### src/rtl/i2cm_regs_pkg.sv
// Package: shared offsets, command bit positions and status layout for the
// I2C master register front end. Assumes a 2-bit register offset space.
package i2cm_regs_pkg;
    localparam int unsigned OFS_TARGET = 0;
    localparam int unsigned OFS_DATA   = 1;
    localparam int unsigned OFS_CMD    = 2;
    localparam int unsigned OFS_NACK   = 3;

    localparam int unsigned CMD_RUN    = 0;
    localparam int unsigned CMD_START  = 1;
    localparam int unsigned CMD_STOP   = 2;

    // Status word, least significant field last.
    typedef struct packed {
        logic held;
        logic dnack;
        logic anack;
        logic busy;
    } stat_t;
endpackage

### src/rtl/i2cm_cfg_regs.sv
// Module: holds the target address/direction, the transmit byte, and the
// last received byte. Assumes the done pulse is only passed in while a
// transfer is outstanding (qualified by the caller).
module i2cm_cfg_regs #(
    parameter int unsigned DATA_W  = 8,
    parameter int unsigned TADDR_W = 7
) (
    input  logic               clk,
    input  logic               rst_n,
    input  logic               tgt_wr,
    input  logic               txd_wr,
    input  logic [DATA_W-1:0]  wdata,
    input  logic               done_v,
    input  logic               xfer_rnw,
    input  logic               any_nack,
    input  logic [DATA_W-1:0]  rxd_in,
    output logic [TADDR_W-1:0] taddr,
    output logic               tdir,
    output logic [DATA_W-1:0]  txd,
    output logic [DATA_W-1:0]  rxd
);
    // Target register: address and direction as written by software.
    always_ff @(posedge clk) begin
        if (!rst_n) begin
            taddr <= '0;
            tdir  <= 1'b0;
        end else if (tgt_wr) begin
            taddr <= wdata[TADDR_W-1:0];
            tdir  <= wdata[TADDR_W];
        end
    end

    // Transmit byte register.
    always_ff @(posedge clk) begin
        if (!rst_n)      txd <= '0;
        else if (txd_wr) txd <= wdata;
    end

    // Received byte: captured on a clean finish of a receive transfer.
    always_ff @(posedge clk) begin
        if (!rst_n)                              rxd <= '0;
        else if (done_v && xfer_rnw && !any_nack) rxd <= rxd_in;
    end
endmodule

### src/rtl/i2cm_cmd_ctrl.sv
// Module: accepts commands, tracks BUSY and bus-held state, and issues the
// one-cycle engine request with its fields. Assumes the engine answers each
// request with exactly one done pulse.
module i2cm_cmd_ctrl #(
    parameter int unsigned DATA_W  = 8,
    parameter int unsigned TADDR_W = 7
) (
    input  logic               clk,
    input  logic               rst_n,
    input  logic               cmd_wr,
    input  logic               cmd_run,
    input  logic               cmd_start,
    input  logic               cmd_stop,
    input  logic [TADDR_W-1:0] taddr,
    input  logic               tdir,
    input  logic [DATA_W-1:0]  txd,
    input  logic               done,
    input  logic               any_nack,
    output logic               busy,
    output logic               held,
    output logic               req,
    output logic               q_start,
    output logic               q_restart,
    output logic               q_stop,
    output logic               q_rnw,
    output logic [TADDR_W-1:0] q_addr,
    output logic [DATA_W-1:0]  q_txd
);
    logic accept;

    // Accept only a RUN command while idle.
    always_comb accept = cmd_wr && cmd_run && !busy;

    // Request pulse, BUSY/HELD tracking and latched request fields.
    always_ff @(posedge clk) begin
        if (!rst_n) begin
            busy      <= 1'b0;
            held      <= 1'b0;
            req       <= 1'b0;
            q_start   <= 1'b0;
            q_restart <= 1'b0;
            q_stop    <= 1'b0;
            q_rnw     <= 1'b0;
            q_addr    <= '0;
            q_txd     <= '0;
        end else begin
            req <= accept;
            if (accept) begin
                busy      <= 1'b1;
                q_start   <= cmd_start;
                q_restart <= cmd_start && held;
                q_stop    <= cmd_stop;
                q_rnw     <= tdir;
                q_addr    <= taddr;
                q_txd     <= txd;
            end else if (busy && done) begin
                busy <= 1'b0;
                held <= !(q_stop || any_nack);
            end
        end
    end
endmodule

### src/rtl/i2cm_err_flags.sv
// Module: keeps the read-clear ADDR_NACK/DATA_NACK flags and the
// write-one-clear raw NACK flag. A new NACK wins over a clear in the same cycle.
module i2cm_err_flags (
    input  logic clk,
    input  logic rst_n,
    input  logic done_v,
    input  logic addr_nack,
    input  logic data_nack,
    input  logic stat_rd,
    input  logic ris_w1c,
    output logic anack,
    output logic dnack,
    output logic ris
);
    // Address NACK flag: set by engine, cleared by status read.
    always_ff @(posedge clk) begin
        if (!rst_n)                      anack <= 1'b0;
        else if (done_v && addr_nack)    anack <= 1'b1;
        else if (stat_rd)                anack <= 1'b0;
    end

    // Data NACK flag: set by engine, cleared by status read.
    always_ff @(posedge clk) begin
        if (!rst_n)                      dnack <= 1'b0;
        else if (done_v && data_nack)    dnack <= 1'b1;
        else if (stat_rd)                dnack <= 1'b0;
    end

    // Raw NACK event flag: set on any NACK, cleared only by write-one.
    always_ff @(posedge clk) begin
        if (!rst_n)                                  ris <= 1'b0;
        else if (done_v && (addr_nack || data_nack)) ris <= 1'b1;
        else if (ris_w1c)                            ris <= 1'b0;
    end
endmodule

### src/rtl/i2cm_master_regs.sv
// Module: top of the I2C master register front end. Decodes register
// accesses, registers read data, and joins the configuration, command and
// error-flag pieces. Assumes DATA_W > TADDR_W and DATA_W >= 4.
module i2cm_master_regs
    import i2cm_regs_pkg::*;
#(
    parameter int unsigned DATA_W  = 8,
    parameter int unsigned TADDR_W = 7,
    parameter int unsigned REG_AW  = 2
) (
    input  logic               clk,
    input  logic               rst_n,
    input  logic               reg_wr_i,
    input  logic               reg_rd_i,
    input  logic [REG_AW-1:0]  reg_addr_i,
    input  logic [DATA_W-1:0]  reg_wdata_i,
    output logic [DATA_W-1:0]  reg_rdata_o,
    output logic               eng_req_o,
    output logic               eng_start_o,
    output logic               eng_restart_o,
    output logic               eng_stop_o,
    output logic               eng_rnw_o,
    output logic [TADDR_W-1:0] eng_addr_o,
    output logic [DATA_W-1:0]  eng_txd_o,
    input  logic               eng_done_i,
    input  logic               eng_addr_nack_i,
    input  logic               eng_data_nack_i,
    input  logic [DATA_W-1:0]  eng_rxd_i
);
    localparam int unsigned STAT_W = $bits(stat_t);

    logic sel_tgt, sel_dat, sel_cmd, sel_nck;
    logic busy, held, nack_ris, anack, dnack, done_v, any_nack;
    logic [TADDR_W-1:0] taddr;
    logic               tdir;
    logic [DATA_W-1:0]  txd, rxd, rd_mux;
    stat_t              stat;

    // Offset decode.
    always_comb begin
        sel_tgt = (reg_addr_i == REG_AW'(OFS_TARGET));
        sel_dat = (reg_addr_i == REG_AW'(OFS_DATA));
        sel_cmd = (reg_addr_i == REG_AW'(OFS_CMD));
        sel_nck = (reg_addr_i == REG_AW'(OFS_NACK));
    end

    // Engine completion qualified by an outstanding transfer.
    always_comb begin
        done_v   = eng_done_i && busy;
        any_nack = eng_addr_nack_i || eng_data_nack_i;
    end

    i2cm_cfg_regs #(.DATA_W(DATA_W), .TADDR_W(TADDR_W)) cfg_i (
        .clk      (clk),
        .rst_n    (rst_n),
        .tgt_wr   (reg_wr_i && sel_tgt),
        .txd_wr   (reg_wr_i && sel_dat),
        .wdata    (reg_wdata_i),
        .done_v   (done_v),
        .xfer_rnw (eng_rnw_o),
        .any_nack (any_nack),
        .rxd_in   (eng_rxd_i),
        .taddr    (taddr),
        .tdir     (tdir),
        .txd      (txd),
        .rxd      (rxd)
    );

    i2cm_cmd_ctrl #(.DATA_W(DATA_W), .TADDR_W(TADDR_W)) ctl_i (
        .clk       (clk),
        .rst_n     (rst_n),
        .cmd_wr    (reg_wr_i && sel_cmd),
        .cmd_run   (reg_wdata_i[CMD_RUN]),
        .cmd_start (reg_wdata_i[CMD_START]),
        .cmd_stop  (reg_wdata_i[CMD_STOP]),
        .taddr     (taddr),
        .tdir      (tdir),
        .txd       (txd),
        .done      (eng_done_i),
        .any_nack  (any_nack),
        .busy      (busy),
        .held      (held),
        .req       (eng_req_o),
        .q_start   (eng_start_o),
        .q_restart (eng_restart_o),
        .q_stop    (eng_stop_o),
        .q_rnw     (eng_rnw_o),
        .q_addr    (eng_addr_o),
        .q_txd     (eng_txd_o)
    );

    i2cm_err_flags err_i (
        .clk       (clk),
        .rst_n     (rst_n),
        .done_v    (done_v),
        .addr_nack (eng_addr_nack_i),
        .data_nack (eng_data_nack_i),
        .stat_rd   (reg_rd_i && sel_cmd),
        .ris_w1c   (reg_wr_i && sel_nck && reg_wdata_i[0]),
        .anack     (anack),
        .dnack     (dnack),
        .ris       (nack_ris)
    );

    // Read multiplexer: selects the addressed register image.
    always_comb begin
        stat   = '{held: held, dnack: dnack, anack: anack, busy: busy};
        rd_mux = '0;
        if (sel_tgt)      rd_mux[TADDR_W:0]  = {tdir, taddr};
        else if (sel_dat) rd_mux             = rxd;
        else if (sel_cmd) rd_mux[STAT_W-1:0] = stat;
        else              rd_mux[0]          = nack_ris;
    end

    // Registered read data, updated on each read strobe.
    always_ff @(posedge clk) begin
        if (!rst_n)        reg_rdata_o <= '0;
        else if (reg_rd_i) reg_rdata_o <= rd_mux;
    end
endmodule

### config.mk
export PLATFORM = sky130hd
export DESIGN_NAME = i2cm_master_regs
export DESIGN_NICKNAME = d
export VERILOG_FILES = /design/src/rtl/i2cm_regs_pkg.sv /design/src/rtl/i2cm_cfg_regs.sv /design/src/rtl/i2cm_cmd_ctrl.sv /design/src/rtl/i2cm_err_flags.sv /design/src/rtl/i2cm_master_regs.sv
export SDC_FILE = /design/constraint.sdc
export NUM_CORES = 1
export LEC_CHECK = 0
export CAP_MARGIN = 40
export CELL_PAD_IN_SITES_DETAIL_PLACEMENT = 1
export CELL_PAD_IN_SITES_GLOBAL_PLACEMENT = 1
export CORE_UTILIZATION = 41
export DETAILED_ROUTE_END_ITERATION = 8
export PLACE_DENSITY_LB_ADDON = 0.1
export SLEW_MARGIN = 25
export SYNTH_ARGS = -nofsm -noshare
export SYNTH_HDL_FRONTEND = slang
export SYNTH_SLANG_ARGS = --single-unit
### constraint.sdc
create_clock -name clk -period 3.6 [get_ports clk]
set_clock_uncertainty 0.2 [all_clocks]
set_input_delay 0.36 -clock clk [delete_from_list [all_inputs] [get_ports clk]]
set_output_delay 0.36 -clock clk [all_outputs]
set_load 0.05 [all_outputs]
==> results of run 1 <==
metrics by stage:
step / power [mW] / utilization [%]
2_1_floorplan: 0.728 / -
3_3_place_gp: 0.776 / 52.7
3_5_place_dp: 0.779 / 53.1
4_1_cts: 1.35 / 56.6
5_1_grt: 1.38 / 56.8
6_report: 1.33 / 56.8
state kept, by name, summed over array words and instances, names as in the netlist:
name             cells
cfg_i.rxd            8
cfg_i.taddr          7
cfg_i.tdir           1
cfg_i.txd            8
ctl_i.busy           1
ctl_i.held           1
ctl_i.q_addr         7
ctl_i.q_restart      1
ctl_i.q_rnw          1
ctl_i.q_start        1
ctl_i.q_stop         1
ctl_i.q_txd          8
ctl_i.req            1
err_i.anack          1
err_i.dnack          1
err_i.ris            1
reg_rdata_o          8
metal layers:
layer,wire [µm],share of wire (%),GRT usage [%]
met5,0,0,0
met4,89,1.6,10.0
met3,186,3.3,4.30
met2,2580,46,31.6
met1,2790,49,25.7
kinds of logic (layout without fill, tap and decap cells):
family	count (synthesis)	count (layout)	share of synthesized area [%]
flops	57	57	47.5
simple gates	93	93	19.9
buf+inv	22	79	5.00
mux	52	52	22.2
compound gates	20	20	5.42
cell type report:
class | count | area (µm²)
Clock buffer | 14 | 183
Clock inverter | 2 | 10.0
Fill cell | 638 | 2410
Inverter | 4 | 15.0
Multi-Input combinational cell | 165 | 1140
Sequential cell | 57 | 1140
Tap cell | 72 | 90.1
Timing Repair Buffer | 59 | 584
layout by cell type, fill, tap and decap left out, drive strengths merged:
master	instances
nor3b	1
o211ai	1
or4	1
clkinv	2
nand2	57
mux4	1
buf	8
o21a	4
inv	4
a32oi	2
o21ai	4
and2	5
dfxtp	57
clkdlybuf4s50	51
nand3b	5
nor2b	20
a21oi	3
nand2b	1
clkbuf	14
mux2i	51
nand3	1
a21boi	2
nor4b	2
o22ai	4
power by group:
part / total (mW) / switching (mW) / internal (mW) / leakage (nW)
clock: 0.567 / 0.244 / 0.323 / 0.102
combinational: 0.117 / 0.0608 / 0.0565 / 0.567
sequential: 0.649 / 0.00792 / 0.641 / 0.461
final timing paths:
| kind | from | to | slack, ps | cells after the start |
|---|---|---|---|---|
| worst min register to register | ctl_i.q_txd[0]$_SDFFE_PN0P_ | ctl_i.q_txd[0]$_SDFFE_PN0P_ | 260 | 2 |
| worst max-delay path | ctl_i.q_stop$_SDFFE_PN0P_ | eng_stop_o | 1510 | 1 |
| worst min-delay path | rst_n | ctl_i.busy$_SDFFE_PN0P_ | 250 | 2 |
| worst max register to register | ctl_i.busy$_SDFFE_PN0P_ | cfg_i.rxd[7]$_SDFFE_PN0P_ | 2020 | 4 |
==> impl_metrics.py, run 1 <==
metrics = {
    "synthesis": {
        "yosysMostFrequentCell": "dfxtp_1",
        "synth_flop_cell": "dfxtp_1",
        "synth_top_area_share_pct": 47.5,
        "postSynthCellCount": 244,
        "synth_cell_type_count": 28,
        "synth-edff-count": 0,
        "synth_commonest_cells": "57 x dfxtp_1, 55 x nand2_1, 51 x mux2i_1",
        "synthTopCellsByArea": "dfxtp_1 48%, mux2i_1 21%, nand2_1 8.6%",
        "syn-cell-area_um2": 2400,
        "ys_seq_area_share_pct": 47.5,
        "avgSynthCellArea_um2": 9.85,
        "async_flop_share_pct": 0,
        "yosys.area.top_type": "dfxtp_1",
        "synth_warnings": 0,
        "synthesis.nets": 269,
        "synth_seq_cells": 57,
    },
    "timing": {
        "finalCriticalPeriod_ps": 2090,
        "worst_pin_slew_ps": 558,
        "rsz0062_at_grt": "no",
        "finalSetupViolCount": 0,
        "hold_violations": 0,
        "hold_slack_ps": 247,
        "fmax_ghz": 0.478,
        "fin_crit_sh_pct": 58.2,
        "setup_ws_ps": 1510,
        "slew_violations": 0,
        "slew_headroom_pct": 62.7,
        "tns_ps": 0,
    },
    "critical_path": {
        "slowest_delay_ps": 820,
        "cp_slowest_cell": "clkdlybuf4s50_1",
        "path_max_fanout": 3,
        "crit_path_end_kind": "primary output",
        "crit_chain": "clkdlybuf4s50_1",
        "critPathBufInv": 1,
        "worstPathArrival_ps": 1530,
        "crit_family": "buffers and inverters",
        "crit_path_start_kind": "register",
        "worstSetupPathType": "register to primary output",
        "critPathRequiredTime_ps": 3040,
    },
    "min_path": {
        "hold_class": "input port to register",
    },
    "placed_design": {
        "place_ws_ps": 983,
        "gp_congestion": 0.758,
        "portBuffers": 52,
        "dp_cells": 356,
        "placed_area_um2": 2960,
        "place_hpwl_mm": 3.81,
    },
    "global_routing": {
        "grt_max_degree": 44,
        "grt_pass1_vias": 1897,
        "track_usage_pct": 20.0,
        "grt_pass1_wl_mm": 9.26,
        "antenna_found_initial": 0,
        "grt-ovfl-total": 0,
    },
    "power": {
        "pwr_density_cell_nw_per_um2": 421,
        "ir_drop_mv": 0.227,
        "power_leakage_nw": 1.13,
    },
    "drt": {
        "vias_per_cell": 4.95,
        "drtIter0Drc": 38,
        "vias": 1846,
        "drc_errors": 0,
        "ant_nets": 0,
        "routed_wirelength_mm": 5.65,
        "dr.pass1.iters": 3,
        "wl_per_cell_um": 15.1,
    },
    "floorplan": {
        "die_h_um": 78.5,
        "die_area_um2": 6170,
        "start_util_pct": 43.1,
        "core_area_um2": 5570,
        "ios": 53,
        "die_w_um": 78.5,
        "rows": 27,
    },
    "outcome": {
        "status": "completed",
    },
    "clock_tree": {
        "ctsResizeCount": 0,
        "cts_hold_buf": 0,
        "clock-sinks": 57,
        "post_cts_buffers": 0,
        "cts_tree": "yes",
        "clock_latency_ps": 330,
        "cts-root-buf": "clkbuf_8",
        "numCtsBuffers": 9,
        "cts_max_path_buffers": 2,
        "path_clk_slew_ps": 70,
        "htree_levels": 3,
    },
    "finish": {
        "diodes": 0,
        "layout.cells.non_filler": 373,
        "finalInstanceArea_um2": 3160,
        "fin_nets": 321,
        "drive_gt1_share_pct": 9.30,
        "syn_to_final_growth_pct": 31.7,
    },
    "flow_run": {
        "cap_violations": 0,
    },
}
Power figures use the tool's default switching activity.
==> inputs of run 2 (changes only) <==
--- a/config.mk
+++ b/config.mk
@@ -8,7 +8,7 @@
 export CAP_MARGIN = 40
 export CELL_PAD_IN_SITES_DETAIL_PLACEMENT = 1
 export CELL_PAD_IN_SITES_GLOBAL_PLACEMENT = 1
-export CORE_UTILIZATION = 41
+export CORE_UTILIZATION = 38
 export DETAILED_ROUTE_END_ITERATION = 8
 export PLACE_DENSITY_LB_ADDON = 0.1
 export SLEW_MARGIN = 25
==> constraint.sdc (replaced) <==
create_clock -name clk -period 2.1 [get_ports clk]
set_clock_uncertainty 0.2 [all_clocks]
set_input_delay 0.21 -clock clk [delete_from_list [all_inputs] [get_ports clk]]
set_output_delay 0.21 -clock clk [all_outputs]
set_load 0.05 [all_outputs]
==> impl_metrics.py, run 2 (same netlist as run 1, synthesis figures left out) <==
metrics = {
    "outcome": {
        "status": "completed",
    },
    "min_path": {
        "hold_depth": 3,
        "hold_class": "input port to register",
    },
    "clock_tree": {
        "numCtsBuffers": 9,
        "clock_latency_ps": 340,
        "cts_hold_buf": 0,
        "clock-sinks": 57,
        "ctsResizeCount": 0,
        "path_clk_slew_ps": 70,
        "cts_max_path_buffers": 2,
        "htree_levels": 3,
        "cts-root-buf": "clkbuf_8",
        "post_cts_buffers": 0,
        "cts_tree": "yes",
    },
    "finish": {
        "syn_to_final_growth_pct": 35.5,
        "n_fill_cell": 677,
        "final_cell_mix": "57 x dfxtp_1, 55 x nand2_1, 51 x mux2i_1, 51 x clkdlybuf4s50_1, 20 x nor2b_1",
        "final_common_cell": "dfxtp_1",
        "fin_nets": 325,
        "final_util_pct": 54.0,
        "diodes": 0,
        "drive_gt1_share_pct": 10.2,
    },
    "drt": {
        "ant_nets": 0,
        "wl_per_cell_um": 15.0,
        "vias": 1874,
        "drc_errors": 0,
        "dr.pass1.iters": 3,
        "routed_wirelength_mm": 5.69,
        "drtIter0Drc": 61,
        "vias_per_cell": 4.94,
    },
    "power": {
        "pwr_density_cell_nw_per_um2": 771,
        "power_leakage_nw": 1.17,
        "ir_drop_mv": 0.375,
    },
    "critical_path": {
        "cp_slowest_cell": "clkdlybuf4s50_1",
        "worst_r2r_path_depth": 4,
        "worstSetupPathType": "register to primary output",
        "worstPathArrival_ps": 1530,
        "crit_family": "buffers and inverters",
        "path_max_fanout": 3,
        "critPathRequiredTime_ps": 1690,
        "crit_path_start_kind": "register",
        "crit_chain": "clkdlybuf4s50_1",
        "critPathBufInv": 1,
        "slowest_delay_ps": 820,
        "worstSetupPathDepth": 1,
        "crit_path_end_kind": "primary output",
    },
    "placed_design": {
        "place_hpwl_mm": 3.91,
        "portBuffers": 52,
        "gp_congestion": 0.738,
    },
    "global_routing": {
        "grt_max_degree": 50,
        "grt_pass1_vias": 1853,
        "grt_pass1_wl_mm": 9.07,
        "antenna_found_initial": 0,
        "grt-ovfl-total": 0,
        "track_usage_pct": 19.0,
    },
    "floorplan": {
        "die_area_um2": 6640,
        "start_util_pct": 39.9,
        "die_h_um": 81.5,
        "ios": 53,
        "core_area_um2": 6030,
        "die_w_um": 81.5,
        "rows": 28,
    },
    "timing": {
        "rsz0062_at_grt": "no",
        "finalCriticalPeriod_ps": 1940,
        "slew_violations": 0,
        "fin_crit_sh_pct": 92.5,
        "finalSetupViolCount": 0,
        "fmax_ghz": 0.515,
        "tns_ps": 0,
        "worst_pin_slew_ps": 537,
        "hold_violations": 0,
        "slew_headroom_pct": 64.1,
    },
    "flow_run": {
        "cap_violations": 0,
    },
}
## run 2: changes by cell type in the layout (fill, tap and decap cells not counted)
| cell | delta |
|---|---|
| clkbuf_8 | -1 |
| buf_12 | +2 |
| buf_6 | -1 |
| bufinv_16 | +2 |
| buf_4 | +3 |
| clkinv_2 | -2 |
## run 2: area by class of cell
type | count | area, µm² | share of cell area [%]
Inverter | 4 | 15.0 | 0.461
Timing Repair Buffer | 63 | 636 | 19.5
Clock inverter | 2 | 60.1 | 1.84
Tap cell | 75 | 93.8 | 2.88
Multi-Input combinational cell | 165 | 1140 | 35.0
Sequential cell | 57 | 1140 | 35.0
Clock buffer | 13 | 169 | 5.19
## run 2: where the power goes
part	internal [mW]	total, mW	leakage [nW]	switching [mW]
logic	0.104	0.208	0.592	0.104
clock network	0.760	1.19	0.116	0.429
registers	1.10	1.11	0.461	0.0137
## run 2: routing by layer
| layer | global-route usage, % | part of all wire [%] |
|---|---|---|
| met5 | 0 | 0 |
| met4 | 12.0 | 2.7 |
| met3 | 5.00 | 4.4 |
| met2 | 28.7 | 45 |
| met1 | 24.1 | 48 |
## run 2: final timing paths
check                                 endpoint                       start  slack [ps]
setup reg to reg     cfg_i.rxd[0]$_SDFFE_PN0P_     ctl_i.busy$_SDFFE_PN0P_         530
hold reg to reg     ctl_i.q_start$_SDFFE_PN0P_  ctl_i.q_start$_SDFFE_PN0P_         260
setup / recovery                    eng_stop_o   ctl_i.q_stop$_SDFFE_PN0P_         160
hold / removal    ctl_i.q_addr[0]$_SDFFE_PN0P_                       rst_n          30
## run 2: stage by stage
stage / hold slack [ps] / setup WS [ps] / total power [mW] / area, µm² / std cells
final: 31.3 / 157 / 2.51 / 3260 / 379
after global routing: 47.3 / 103 / 2.61 / 3260 / 379
after CTS: 24.8 / 129 / 2.54 / 3260 / 379
after detailed placement: 246 / 132 / 1.35 / 3030 / 364
after global placement: 244 / 186 / 1.34 / 3030 / 364
after floorplan: 152 / 565 / 1.25 / 2400 / 244
